**src/rtl/dec_seq_pkg.sv**
```systemverilog
package dec_seq_pkg;
  typedef enum logic {
    ST_IDLE = 1'b0,
    ST_RUN  = 1'b1
  } seq_state_e;
endpackage

```
**src/rtl/dec_rst_sync.sv**
```systemverilog
module dec_rst_sync (
  input  logic clk_i,
  input  logic rst_ni,
  output logic rst_sync_no
);
  logic [1:0] sync_q;

  always_ff @(posedge clk_i or negedge rst_ni) begin
    if (!rst_ni) sync_q <= 2'b00;
    else         sync_q <= {sync_q[0], 1'b1};
  end

  assign rst_sync_no = sync_q[1];
endmodule

```
**src/rtl/dec_round_ctrl.sv**
```systemverilog
module dec_round_ctrl
  import dec_seq_pkg::*;
#(
  parameter int ROUNDS   = 16,
  parameter int IDX_W    = 8,
  parameter int IDX_BASE = 8,
  parameter int CNT_W    = $clog2(ROUNDS)
) (
  input  logic             clk_i,
  input  logic             rst_ni,
  input  logic             start_i,
  output logic             accept_o,
  output logic             capture_o,
  output logic             last_o,
  output logic             first_o,
  output logic             busy_o,
  output logic             done_o,
  output logic [CNT_W-1:0] cnt_o,
  output logic [IDX_W-1:0] even_o,
  output logic [IDX_W-1:0] odd_o
);
  localparam logic [CNT_W-1:0] LAST_CNT = CNT_W'(ROUNDS - 1);

  seq_state_e       state_q, state_d;
  logic [CNT_W-1:0] cnt_q, cnt_d;
  logic             done_q, done_d;
  logic [IDX_W-1:0] remain;

  // next-state logic
  always_comb begin
    state_d = state_q;
    cnt_d   = cnt_q;
    done_d  = 1'b0;
    unique case (state_q)
      ST_IDLE: begin
        if (start_i) begin
          state_d = ST_RUN;
          cnt_d   = '0;
        end
      end
      ST_RUN: begin
        cnt_d = cnt_q + 1'b1;
        if (cnt_q == LAST_CNT) begin
          state_d = ST_IDLE;
          cnt_d   = '0;
          done_d  = 1'b1;
        end
      end
    endcase
  end

  // registers
  always_ff @(posedge clk_i or negedge rst_ni) begin
    if (!rst_ni) begin
      state_q <= ST_IDLE;
      cnt_q   <= '0;
      done_q  <= 1'b0;
    end else begin
      state_q <= state_d;
      cnt_q   <= cnt_d;
      done_q  <= done_d;
    end
  end

  // descending index pair: even = 2*(ROUNDS-1-cnt) + IDX_BASE
  always_comb begin
    remain = IDX_W'(ROUNDS - 1) - IDX_W'(cnt_q);
    even_o = IDX_W'(IDX_BASE) + (remain << 1);
    odd_o  = even_o + 1'b1;
  end

  assign accept_o  = start_i && (state_q == ST_IDLE);
  assign capture_o = (state_q == ST_RUN);
  assign last_o    = capture_o && (cnt_q == LAST_CNT);
  assign first_o   = (cnt_q == '0);
  assign busy_o    = capture_o;
  assign done_o    = done_q;
  assign cnt_o     = cnt_q;
endmodule

```
**src/rtl/dec_whiten_in.sv**
```systemverilog
module dec_whiten_in #(
  parameter int WORD_W = 32,
  parameter int WORDS  = 4,
  parameter int BLK_W  = WORD_W * WORDS
) (
  input  logic [BLK_W-1:0] blk_i,
  input  logic [BLK_W-1:0] keys_i,   // key word i at bits [i*WORD_W +: WORD_W]
  output logic [BLK_W-1:0] blk_o
);
  for (genvar i = 0; i < WORDS; i++) begin : g_word
    // block word i counted from the most significant end
    assign blk_o[BLK_W-1-i*WORD_W -: WORD_W] =
      blk_i[BLK_W-1-i*WORD_W -: WORD_W] ^ keys_i[i*WORD_W +: WORD_W];
  end
endmodule

```
**src/rtl/dec_whiten_out.sv**
```systemverilog
module dec_whiten_out #(
  parameter int WORD_W = 32,
  parameter int WORDS  = 4,
  parameter int BLK_W  = WORD_W * WORDS
) (
  input  logic [BLK_W-1:0] blk_i,
  input  logic [BLK_W-1:0] keys_i,   // key word i at bits [i*WORD_W +: WORD_W]
  output logic [BLK_W-1:0] blk_o
);
  localparam int HALF = WORDS / 2;

  for (genvar i = 0; i < WORDS; i++) begin : g_word
    localparam int SRC = (i + HALF) % WORDS;
    assign blk_o[BLK_W-1-i*WORD_W -: WORD_W] =
      blk_i[BLK_W-1-SRC*WORD_W -: WORD_W] ^ keys_i[i*WORD_W +: WORD_W];
  end
endmodule

```
**src/rtl/dec_state_regs.sv**
```systemverilog
module dec_state_regs #(
  parameter int BLK_W = 128
) (
  input  logic             clk_i,
  input  logic             rst_ni,
  input  logic             load_i,
  input  logic [BLK_W-1:0] din_i,
  input  logic             capture_i,
  input  logic             first_i,
  input  logic [BLK_W-1:0] result_i,
  output logic [BLK_W-1:0] in_q_o,
  output logic [BLK_W-1:0] state_o
);
  logic [BLK_W-1:0] in_q, in_d;
  logic [BLK_W-1:0] rnd_q, rnd_d;

  always_comb begin
    in_d  = in_q;
    rnd_d = rnd_q;
    if (load_i) begin
      in_d  = din_i;
      rnd_d = '0;               // synchronous clear at block start
    end else if (capture_i) begin
      rnd_d = result_i;
    end
  end

  always_ff @(posedge clk_i or negedge rst_ni) begin
    if (!rst_ni) begin
      in_q  <= '0;
      rnd_q <= '0;
    end else begin
      in_q  <= in_d;
      rnd_q <= rnd_d;
    end
  end

  assign state_o = first_i ? in_q : rnd_q;
  assign in_q_o  = in_q;
endmodule

```
**src/rtl/blk_dec_seq.sv**
```systemverilog
module blk_dec_seq #(
  parameter int WORD_W   = 32,
  parameter int WORDS    = 4,
  parameter int ROUNDS   = 16,
  parameter int IDX_W    = 8,
  parameter int IDX_BASE = 8
) (
  input  logic                  clk_i,
  input  logic                  rst_ni,
  input  logic                  start_i,
  input  logic [WORD_W*WORDS-1:0]   ctext_i,
  input  logic [2*WORD_W*WORDS-1:0] wk_i,
  output logic [WORD_W*WORDS-1:0]   rnd_state_o,
  output logic [IDX_W-1:0]      rnd_even_o,
  output logic [IDX_W-1:0]      rnd_odd_o,
  input  logic [WORD_W*WORDS-1:0]   rnd_result_i,
  output logic                  busy_o,
  output logic                  done_o,
  output logic [WORD_W*WORDS-1:0]   ptext_o
);
  localparam int BLK_W = WORD_W * WORDS;
  localparam int CNT_W = $clog2(ROUNDS);

  logic             rst_sync_n;
  logic             accept, capture, last, first;
  logic [CNT_W-1:0] cnt;
  logic [BLK_W-1:0] whitened, in_q, plain_next;
  logic [BLK_W-1:0] okey_q, okey_d;
  logic [BLK_W-1:0] ptext_q, ptext_d;

  dec_rst_sync u_rst (
    .clk_i      (clk_i),
    .rst_ni     (rst_ni),
    .rst_sync_no(rst_sync_n)
  );

  dec_round_ctrl #(
    .ROUNDS(ROUNDS), .IDX_W(IDX_W), .IDX_BASE(IDX_BASE), .CNT_W(CNT_W)
  ) u_ctrl (
    .clk_i    (clk_i),
    .rst_ni   (rst_sync_n),
    .start_i  (start_i),
    .accept_o (accept),
    .capture_o(capture),
    .last_o   (last),
    .first_o  (first),
    .busy_o   (busy_o),
    .done_o   (done_o),
    .cnt_o    (cnt),
    .even_o   (rnd_even_o),
    .odd_o    (rnd_odd_o)
  );

  dec_whiten_in #(.WORD_W(WORD_W), .WORDS(WORDS)) u_win (
    .blk_i (ctext_i),
    .keys_i(wk_i[2*BLK_W-1:BLK_W]),
    .blk_o (whitened)
  );

  dec_state_regs #(.BLK_W(BLK_W)) u_regs (
    .clk_i    (clk_i),
    .rst_ni   (rst_sync_n),
    .load_i   (accept),
    .din_i    (whitened),
    .capture_i(capture),
    .first_i  (first),
    .result_i (rnd_result_i),
    .in_q_o   (in_q),
    .state_o  (rnd_state_o)
  );

  dec_whiten_out #(.WORD_W(WORD_W), .WORDS(WORDS)) u_wout (
    .blk_i (rnd_result_i),
    .keys_i(okey_q),
    .blk_o (plain_next)
  );

  // output key words and plaintext: next-state
  always_comb begin
    okey_d  = okey_q;
    ptext_d = ptext_q;
    if (accept) begin
      okey_d  = wk_i[BLK_W-1:0];
      ptext_d = '0;
    end else if (last) begin
      ptext_d = plain_next;
    end
  end

  always_ff @(posedge clk_i or negedge rst_sync_n) begin
    if (!rst_sync_n) begin
      okey_q  <= '0;
      ptext_q <= '0;
    end else begin
      okey_q  <= okey_d;
      ptext_q <= ptext_d;
    end
  end

  assign ptext_o = ptext_q;
endmodule

```
**config.mk**
```make
export PLATFORM = sky130hd
export DESIGN_NAME = blk_dec_seq
export DESIGN_NICKNAME = d
export VERILOG_FILES = /design/src/rtl/dec_seq_pkg.sv /design/src/rtl/dec_rst_sync.sv /design/src/rtl/dec_round_ctrl.sv /design/src/rtl/dec_whiten_in.sv /design/src/rtl/dec_whiten_out.sv /design/src/rtl/dec_state_regs.sv /design/src/rtl/blk_dec_seq.sv
export SDC_FILE = /design/constraint.sdc
export NUM_CORES = 1
export LEC_CHECK = 0
export BUFFER_PORTS_ARGS = -buffer_cell sky130_fd_sc_hd__buf_2
export CORE_AREA = 5 5 306 308
export DETAILED_ROUTE_END_ITERATION = 16
export DIE_AREA = 0 0 311 313
export GPL_ROUTABILITY_DRIVEN = 0
export PLACE_DENSITY = 0.56
export SYNTH_ARGS = -nofsm -noshare
export SYNTH_HDL_FRONTEND = slang
export SYNTH_SLANG_ARGS = --single-unit
```
**constraint.sdc**
```tcl
create_clock -name clk_i -period 18.15 [get_ports clk_i]
set_input_delay 3.63 -clock clk_i [delete_from_list [all_inputs] [get_ports clk_i]]
set_output_delay 3.63 -clock clk_i [all_outputs]
set_load 0.01 [all_outputs]
```
==> flow_metrics.env, run 1 <==
export IMPL_final_period_utilization=0.380
export IMPL_via_per_inst=4.35
export IMPL_final_hold_viol_count=0
export IMPL_cp_max_fo=55
export IMPL_finClkSkew_ps=22.5
export IMPL_synthArstFlopShare=1.00
export IMPL_synthDistinctLibCells=21
export IMPL_mostFrequentLayoutCells="781 x buf_2, 518 x dfrtp_1, 386 x o21ai_0"
export IMPL_holdPathStages=0
export IMPL_cp_required_ps=14520
export IMPL_path_clk_slew_ps=60
export IMPL_die_height_um=313
export IMPL_tritoncts="done"
export IMPL_critPathTopFamily="buffers and inverters"
export IMPL_cts_resized=0
export IMPL_rows=111
export IMPL_worstSetupEndpointType="output pin"
export IMPL_synthFlopType="dfrtp_1"
export IMPL_placed_area_sq_mm=0.0286
export IMPL_arrival_ps=3260
export IMPL_die_w_um=311
export IMPL_cts_hold_buf=0
export IMPL_synth_seq_cells=520
export IMPL_drt_iter0_markers=989
export IMPL_crit_path_max_incr_delay_ps=700
export IMPL_drc=0
export IMPL_slew_viol_final=0
export IMPL_worst_pin_slew_ps=1170
export IMPL_port_buffers=782
export IMPL_dpl_hpwl_um=56200
export IMPL_insertion_delay_ps=620
export IMPL_cts_sinks=520
export IMPL_grt_total_usage=0.152
export IMPL_synth_area_sq_mm=0.0238
export IMPL_period_needed_ps=6890
export IMPL_outcome="complete, no violations"
export IMPL_grt_pass1_wl_um=115000
export IMPL_htreeDepth=2
export IMPL_core_sq_mm=0.0908
export IMPL_synth_cells=2110
export IMPL_setup_violations=0
export IMPL_avgSynthCellArea_sq_um=11.3
export IMPL_rsz0062_at_grt="false"
export IMPL_ys_seq_area_frac=0.546
export IMPL_area_growth_pct=28.8
export IMPL_max_freq_ghz=0.145
export IMPL_synth_edf_count=0
export IMPL_drv_cap=0
export IMPL_grt_max_degree=194
export IMPL_ant_nets=0
export IMPL_fin_nets=3343
export IMPL_root_buffer="clkbuf_16"
export IMPL_crit_cells=6
export IMPL_layout_setup_ws_ps=11260
export IMPL_critPathSlowestCell="buf_4"
export IMPL_drt_pass1_iterations=5
export IMPL_p_leak_uw=0.0148
export IMPL_wl_per_cell_um=19.1
export IMPL_crit_path_start_kind="flip-flop"
export IMPL_num_io_pins=789
export IMPL_final_cell_area_sq_mm=0.0307
export IMPL_ir_worst_vdd_mv=0.0750
export IMPL_crit_chain="inv_1 -> ha_1 -> nand2_4 -> buf_4 -> mux2_2 -> buf_2"
export IMPL_p_per_area_mw_per_mm2=158
export IMPL_dp_slack_ps=10890
export IMPL_cts_setup_buffers=0
export IMPL_layout_commonest_cell="buf_2"
export IMPL_r2r_cells=4
export IMPL_hold_class="reg2reg"
export IMPL_clock_path_buffers=3
export IMPL_start_util=0.262
export IMPL_crit_buf_inv=3
export IMPL_numCtsBuffers=60
export IMPL_gr_total_overflow=0
export IMPL_dieArea_sq_mm=0.0973
export IMPL_slew_headroom=0.220
export IMPL_layout_drive_gt1_share=0.401
export IMPL_ys_warn_count=0
export IMPL_antenna_found_initial=13
export IMPL_wirelength_um=77600
export IMPL_setup_worst_path_class="reg2out"
export IMPL_grt_pass1_vias=17900
export IMPL_vias=17700
export IMPL_tns_ps=0
-- worst reg2reg max path: cells and delay by family, from the launching register on --
family	cells	cell delay (ps)
AND/OR/NAND/NOR	1	820
buffers and inverters	2	1770
multiplexers	1	480
flip-flops	1	650
-- synth_stat cells (8+ instances only) --
| cell type | instances | area share |
|---|---|---|
| clkbuf_1 | 61 | 0.0096 |
| mux2_2 | 148 | 0.070 |
| mux2_4 | 100 | 0.063 |
| buf_4 | 15 | 0.0047 |
| buf_6 | 15 | 0.0071 |
| nand2b_1 | 128 | 0.034 |
| xnor2_1 | 257 | 0.094 |
| nand2_1 | 262 | 0.041 |
| buf_2 | 63 | 0.013 |
| nand3_1 | 129 | 0.027 |
| o21ai_0 | 386 | 0.081 |
| mux2_1 | 8 | 0.0038 |
| dfrtp_1 | 520 | 0.55 |
-- flip-flops by register name, summed over array words and instances, names as in the netlist --
register,cells
okey_q,128
ptext_o,128
u_ctrl.busy_o,1
u_ctrl.cnt_o,4
u_ctrl.done_o,1
u_regs.in_q_o,128
u_regs.rnd_q,128
u_rst.sync_q,2
-- layout make-up --
class | count | area (sq um)
Antenna cell | 7 | 17.5
Clock buffer | 86 | 1750
Clock inverter | 24 | 308
Fill cell | 9374 | 60100
Inverter | 5 | 18.8
Multi-Input combinational cell | 1436 | 10000
Sequential cell | 520 | 13000
Tap cell | 1186 | 1480
Timing Repair Buffer | 801 | 4080
-- path summary, 6_finish.rpt --
check                                start                end  slack, ps
max in group asynchronous           rst_ni    u_rst.sync_q[1]      15240
hold reg to reg            u_rst.sync_q[0]    u_rst.sync_q[1]        350
setup reg to reg             u_ctrl.busy_o        okey_q[100]      14310
min in group asynchronous  u_rst.sync_q[1]  u_regs.in_q_o[70]        460
hold / removal             u_rst.sync_q[0]    u_rst.sync_q[1]        350
setup / recovery           u_ctrl.cnt_o[2]    rnd_state_o[60]      11260
-- power by group --
part	leakage, uW	switching [uW]	internal [uW]
combinational	0.00739	830	818
clock	0.00102	500	766
sequential	0.00641	297	1630
total	0.0148	1630	3210
-- logic make-up (layout without fill, tap and decap cells) --
| kind of cell | count (synthesis) | in the layout | share of synthesized area |
|---|---|---|---|
| AOI/OAI and AO/OA | 389 | 389 | 0.0821 |
| xor gates and xnor gates | 257 | 257 | 0.0944 |
| adders and majority gates | 4 | 4 | 0.00210 |
| buffers and inverters | 159 | 916 | 0.0354 |
| DFF | 520 | 520 | 0.546 |
| muxes | 256 | 256 | 0.137 |
| other | 2 | 14 | 0.000315 |
| and+or+nand+nor | 523 | 523 | 0.103 |
-- through the flow --
| stage | util | instances | power, uW | hold WS (ps) |
|---|---|---|---|---|
| finish | 0.338 | 4065 | 4840 | 355 |
| global route | 0.338 | 4065 | 5150 | 366 |
| CTS | 0.338 | 4058 | 4920 | 357 |
| detailed placement | 0.315 | 3948 | 3620 | 344 |
| global placement | 0.315 | 3948 | 3580 | 335 |
| floorplan | - | 2115 | 2970 | 331 |
-- layer usage --
layer / track usage / up-vias / share of wire
li1: - / 8506 / -
met1: 0.196 / 8604 / 0.43
met2: 0.257 / 469 / 0.50
met3: 0.0331 / 99 / 0.053
met4: 0.0440 / 6 / 0.023
met5: 0 / - / 0.00044
No activity file was read; power rests on OpenSTA's default activity.
==> run 2: changes to the inputs <==
--- a/config.mk
+++ b/config.mk
@@ -5,12 +5,13 @@
 export SDC_FILE = /design/constraint.sdc
 export NUM_CORES = 1
 export LEC_CHECK = 0
+export ABC_AREA = 1
 export BUFFER_PORTS_ARGS = -buffer_cell sky130_fd_sc_hd__buf_2
-export CORE_AREA = 5 5 306 308
+export CORE_AREA = 5 5 308 310
 export DETAILED_ROUTE_END_ITERATION = 16
-export DIE_AREA = 0 0 311 313
+export DIE_AREA = 0 0 313 315
 export GPL_ROUTABILITY_DRIVEN = 0
-export PLACE_DENSITY = 0.56
+export PLACE_DENSITY = 0.57
 export SYNTH_ARGS = -nofsm -noshare
 export SYNTH_HDL_FRONTEND = slang
 export SYNTH_SLANG_ARGS = --single-unit
==> constraint.sdc (replaced) <==
create_clock -name clk_i -period 6.2 [get_ports clk_i]
set_input_delay 1.24 -clock clk_i [delete_from_list [all_inputs] [get_ports clk_i]]
set_output_delay 1.24 -clock clk_i [all_outputs]
set_load 0.01 [all_outputs]
==> flow_metrics.env, run 2 <==
export IMPL_antenna_found_initial=15
export IMPL_clock_path_buffers=3
export IMPL_crit_chain="inv_1 -> ha_1 -> nand2_4 -> buf_12 -> nor2_1 -> a21oi_1 -> buf_2"
export IMPL_r2r_cells=5
export IMPL_synthDistinctLibCells=21
export IMPL_arrival_ps=2890
export IMPL_crit_path_max_incr_delay_ps=490
export IMPL_p_sw_uw=5640
export IMPL_cp_required_ps=4960
export IMPL_synth_edf_count=0
export IMPL_wl_per_cell_um=17.7
export IMPL_area_growth_pct=29.8
export IMPL_grt_pass1_wl_um=122000
export IMPL_yosysTopAreaCell="dfrtp_1"
export IMPL_setup_worst_path_class="reg2out"
export IMPL_ys_seq_area_frac=0.562
export IMPL_grt_total_usage=0.158
export IMPL_synthFlopType="dfrtp_1"
export IMPL_cts_resized=0
export IMPL_root_buffer="clkbuf_16"
export IMPL_worst_pin_slew_ps=896
export IMPL_fin_nets=3872
export IMPL_dieArea_sq_mm=0.0986
export IMPL_numCtsBuffers=59
export IMPL_rsz0062_at_grt="false"
export IMPL_p_per_area_mw_per_mm2=486
export IMPL_vias=19500
export IMPL_cts_hold_buf=0
export IMPL_tns_ps=0
export IMPL_drc=0
export IMPL_seq_power_share=0.386
export IMPL_insertion_delay_ps=610
export IMPL_cp_max_fo=108
export IMPL_start_util=0.253
export IMPL_grt_max_degree=145
export IMPL_hold_ws_ps=360
export IMPL_cts_sinks=520
export IMPL_comb_power_share=0.363
export IMPL_dpl_hpwl_um=59600
export IMPL_wirelength_um=81600
export IMPL_slew_viol_final=0
export IMPL_holdPathStages=0
export IMPL_finClkSkew_ps=26.4
export IMPL_wl_met1_um=34000
export IMPL_htreeDepth=2
export IMPL_die_height_um=315
export IMPL_setup_violations=0
export IMPL_final_period_utilization=0.666
export IMPL_topRoutingLayerUsed="met5"
export IMPL_tritoncts="done"
export IMPL_hold_class="reg2reg"
export IMPL_synthTopCellsByCount="1035 x nand2_1, 520 x dfrtp_1, 138 x o21ai_0, 134 x inv_1"
export IMPL_gr_total_overflow=0
export IMPL_final_hold_viol_count=0
export IMPL_layout_commonest_cell="nand2_1"
export IMPL_port_buffers=782
export IMPL_met2_length_um=39800
export IMPL_synth_cells=2629
export IMPL_ant_nets=0
export IMPL_outcome="complete, no violations"
export IMPL_slew_headroom=0.403
export IMPL_p_leak_uw=0.0165
export IMPL_drt_pass1_iterations=5
export IMPL_layout_drive_gt1_share=0.269
export IMPL_synth_area_sq_mm=0.0231
export IMPL_ff_latch_area_sq_mm=0.0130
export IMPL_cts_setup_buffers=0
export IMPL_yosysTopAreaCellShare=0.562
export IMPL_synthArstFlopShare=1.00
export IMPL_critPathSlowestCell="dfrtp_1"
export IMPL_synth_most_common_cell="nand2_1"
export IMPL_path_clk_slew_ps=60
export IMPL_ir_worst_vdd_mv=0.219
export IMPL_rows=111
export IMPL_die_w_um=313
export IMPL_swShare=0.386
export IMPL_via_per_inst=4.24
export IMPL_multiInputGateArea_sq_mm=0.00869
export IMPL_yosys_top_cells_area="dfrtp_1 56%, nand2_1 17%, xnor2_1 4.9%"
export IMPL_drv_cap=0
export IMPL_p_int_uw=8950
export IMPL_avgSynthCellArea_sq_um=8.80
export IMPL_ys_warn_count=0
export IMPL_mostFrequentLayoutCells="1033 x nand2_1, 782 x buf_2, 518 x dfrtp_1"
export IMPL_period_needed_ps=4130
export IMPL_num_io_pins=789
export IMPL_synth_seq_cells=520
export IMPL_core_sq_mm=0.0914
export IMPL_wl_met3_um=5210
export IMPL_fill_cells=9711
export IMPL_worstSetupEndpointType="output pin"
export IMPL_crit_path_start_kind="flip-flop"
export IMPL_clkPwrFrac=0.251
export IMPL_grt_pass1_vias=20100
export IMPL_max_freq_ghz=0.242
export IMPL_drt_iter0_markers=1247
run 2: final timing paths:
| check | from | endpoint | slack [ps] |
|---|---|---|---|
| min in group asynchronous | u_rst.sync_q[1] | okey_q[22] | 380 |
| worst max register to register | u_ctrl.busy_o | u_regs.in_q_o[33] | 3590 |
| worst min-delay path | u_rst.sync_q[0] | u_rst.sync_q[1] | 360 |
| worst max-delay path | u_ctrl.cnt_o[2] | rnd_state_o[29] | 2070 |
| worst min register to register | u_rst.sync_q[0] | u_rst.sync_q[1] | 360 |
| max in group asynchronous | u_rst.sync_q[1] | ptext_o[70] | 4210 |
run 2: cells by family after synthesis:
family | Yosys count | synth area share
and+or+nand+nor | 1169 | 0.191
other | 2 | 0.000325
xor gates and xnor gates | 257 | 0.0973
adders and majority gates | 4 | 0.00216
buffers and inverters | 290 | 0.0635
AOI/OAI and AO/OA | 387 | 0.0837
DFF | 520 | 0.562
run 2: worst max-delay path, delay by kind of cell, from the launching register on:
family	cells	cell delay (ps)
simple gates	2	530
flops	1	490
buf+inv	3	570
fa+ha+maj	1	270
compound gates	1	150
run 2: power by group through the flow:
stage	clock, uW	combinational [uW]	sequential, uW
final	3670	5300	5620
after global routing	3930	5950	5800
after CTS	3790	5390	5630
after detailed placement	0	5370	5670
after global placement	0	5290	5650
after floorplan	0	3190	5650
run 2: per-stage QoR:
step	util	cell area [sq um]	total power (uW)	worst slack, ps	cells
3_5_place_dp	0.306	27900	11000	2730	4478
3_3_place_gp	0.306	27900	10900	2820	4478
6_report	0.328	30000	14600	2070	4600
4_1_cts	0.328	30000	14800	2040	4587
2_1_floorplan	-	23200	8840	1140	2634
5_1_grt	0.328	30000	15700	1900	4596
run 2: cell type report:
type | count | area share
Antenna cell | 13 | 0.00108
Clock buffer | 89 | 0.0590
Clock inverter | 20 | 0.00905
Inverter | 137 | 0.0175
Multi-Input combinational cell | 1824 | 0.290
Sequential cell | 520 | 0.434
Tap cell | 1186 | 0.0494
Timing Repair Buffer | 811 | 0.141
run 2: routing by layer:
metal,track usage,vias up
met5,0,-
met4,0.0512,8
met3,0.0349,150
met2,0.271,641
met1,0.198,9144
li1,-,9554
==> run 3: changes to the inputs <==
--- a/config.mk
+++ b/config.mk
@@ -7,9 +7,9 @@
 export LEC_CHECK = 0
 export ABC_AREA = 1
 export BUFFER_PORTS_ARGS = -buffer_cell sky130_fd_sc_hd__buf_2
-export CORE_AREA = 5 5 308 310
+export CORE_AREA = 5 5 301 303
 export DETAILED_ROUTE_END_ITERATION = 16
-export DIE_AREA = 0 0 313 315
+export DIE_AREA = 0 0 306 308
 export GPL_ROUTABILITY_DRIVEN = 0
 export PLACE_DENSITY = 0.57
 export SYNTH_ARGS = -nofsm -noshare
==> constraint.sdc (replaced) <==
create_clock -name clk_i -period 4 [get_ports clk_i]
set_input_delay 0.8 -clock clk_i [delete_from_list [all_inputs] [get_ports clk_i]]
set_output_delay 0.8 -clock clk_i [all_outputs]
set_load 0.01 [all_outputs]
==> flow_metrics.env, run 3 (synthesis gave the netlist of run 2 again) <==
export IMPL_final_period_utilization=0.872
export IMPL_drv_cap=0
export IMPL_finalPower_uw=22200
export IMPL_p_leak_uw=0.0164
export IMPL_final_cell_area_sq_mm=0.0300
export IMPL_crit_path_start_kind="flip-flop"
export IMPL_drc=0
export IMPL_mostFrequentLayoutCells="1033 x nand2_1, 782 x buf_2, 518 x dfrtp_1"
export IMPL_rsz0062_at_grt="false"
export IMPL_start_util=0.264
export IMPL_max_freq_ghz=0.287
export IMPL_worst_pin_slew_ps=962
export IMPL_ant_nets=0
export IMPL_die_height_um=308
export IMPL_wirelength_um=79600
export IMPL_ir_worst_vdd_mv=0.422
export IMPL_cp_required_ps=3200
export IMPL_period_needed_ps=3490
export IMPL_hold_class="reg2reg"
export IMPL_layout_drive_gt1_share=0.268
export IMPL_final_hold_viol_count=0
export IMPL_drt_iter0_markers=1227
export IMPL_antenna_found_initial=20
export IMPL_cp_max_fo=94
export IMPL_grt_pass1_vias=19800
export IMPL_cts_resized=0
export IMPL_wl_per_cell_um=17.4
export IMPL_finClkSkew_ps=17.8
export IMPL_via_per_inst=4.26
export IMPL_p_per_area_mw_per_mm2=741
export IMPL_area_growth_pct=29.5
export IMPL_dpl_hpwl_um=58100
export IMPL_gr_total_overflow=0
export IMPL_setup_worst_path_class="reg2out"
export IMPL_placed_area_sq_mm=0.0281
export IMPL_arrival_ps=2690
export IMPL_core_sq_mm=0.0877
export IMPL_dieArea_sq_mm=0.0942
export IMPL_htreeDepth=2
export IMPL_vias=19500
export IMPL_slew_viol_final=0
export IMPL_utilization=0.342
export IMPL_grt_max_degree=130
export IMPL_grt_pass1_wl_um=120000
export IMPL_layout_setup_ws_ps=510
export IMPL_port_buffers=782
export IMPL_insertion_delay_ps=600
export IMPL_setup_violations=0
export IMPL_fin_nets=3881
export IMPL_num_io_pins=789
export IMPL_root_buffer="clkbuf_16"
export IMPL_worstSetupEndpointType="output pin"
export IMPL_outcome="complete, no violations"
export IMPL_clock_path_buffers=3
export IMPL_layout_commonest_cell="nand2_1"
export IMPL_grt_total_usage=0.162
export IMPL_rows=109
export IMPL_die_w_um=306
export IMPL_slew_headroom=0.359
export IMPL_path_clk_slew_ps=60
export IMPL_numCtsBuffers=57
export IMPL_tritoncts="done"
export IMPL_cts_sinks=520
export IMPL_drt_pass1_iterations=5
export IMPL_dp_slack_ps=1140
run 3: worst paths after layout:
path | from | end | slack, ps | cells past startpoint
min reg2reg | u_rst.sync_q[0] | u_rst.sync_q[1] | 370 | 0
max | u_ctrl.cnt_o[2] | rnd_state_o[18] | 510 | 7
min in group asynchronous | u_rst.sync_q[1] | ptext_o[120] | 450 | 0
min | u_rst.sync_q[0] | u_rst.sync_q[1] | 370 | 0
max reg2reg | u_ctrl.cnt_o[2] | ptext_o[15] | 1910 | 7
max in group asynchronous | u_rst.sync_q[1] | u_regs.in_q_o[77] | 2410 | 2
run 3: timing repair:
action | 4_1_cts | 5_1_grt
hold endpoints to repair | 2 | 0
setup buffers | 0 | 0
hold buffers | 1 | 0
run 3: through the flow:
| stage | hold WS (ps) | setup TNS (ps) | std cells |
|---|---|---|---|
| global route | 368 | 0 | 4580 |
| finish | 366 | 0 | 4581 |
| detailed placement | 357 | 0 | 4467 |
| floorplan | 331 | -550840 | 2634 |
| global placement | 334 | 0 | 4467 |
| CTS | 350 | 0 | 4568 |
run 3: critical path, cell delays in order (launching register included):
cell     delay, ps
dfrtp_1        490
inv_1           80
ha_1           270
nand2_4        400
buf_12         330
nor2_1          80
a21oi_1        150
buf_2          160
run 3: layout make-up:
cell class              count  area [sq um]
diodes                     13          32.5
clock buffers              86          1650
clock inverters            14           200
fillers                  9302         57700
inverters                 137           524
multi-input cells        1824          8690
flip-flops and latches    520         13000
well taps                1165          1460
repair buffers            822          4390
run 3: metal layers:
metal | routed length [um] | vias up | track usage | share of wire
met4 | 2190 | 8 | 0.0484 | 0.028
met2 | 38500 | 674 | 0.274 | 0.48
li1 | - | 9579 | - | -
met3 | 5720 | 129 | 0.0398 | 0.072
met1 | 33100 | 9124 | 0.207 | 0.42
met5 | 65 | - | 0 | 0.00082
run 3: where the power goes:
group | switching (uW) | internal, uW | total [uW]
clock | 2140 | 3130 | 5280
sequential | 1310 | 7420 | 8730
combinational | 5130 | 3070 | 8200
total | 8580 | 13600 | 22200
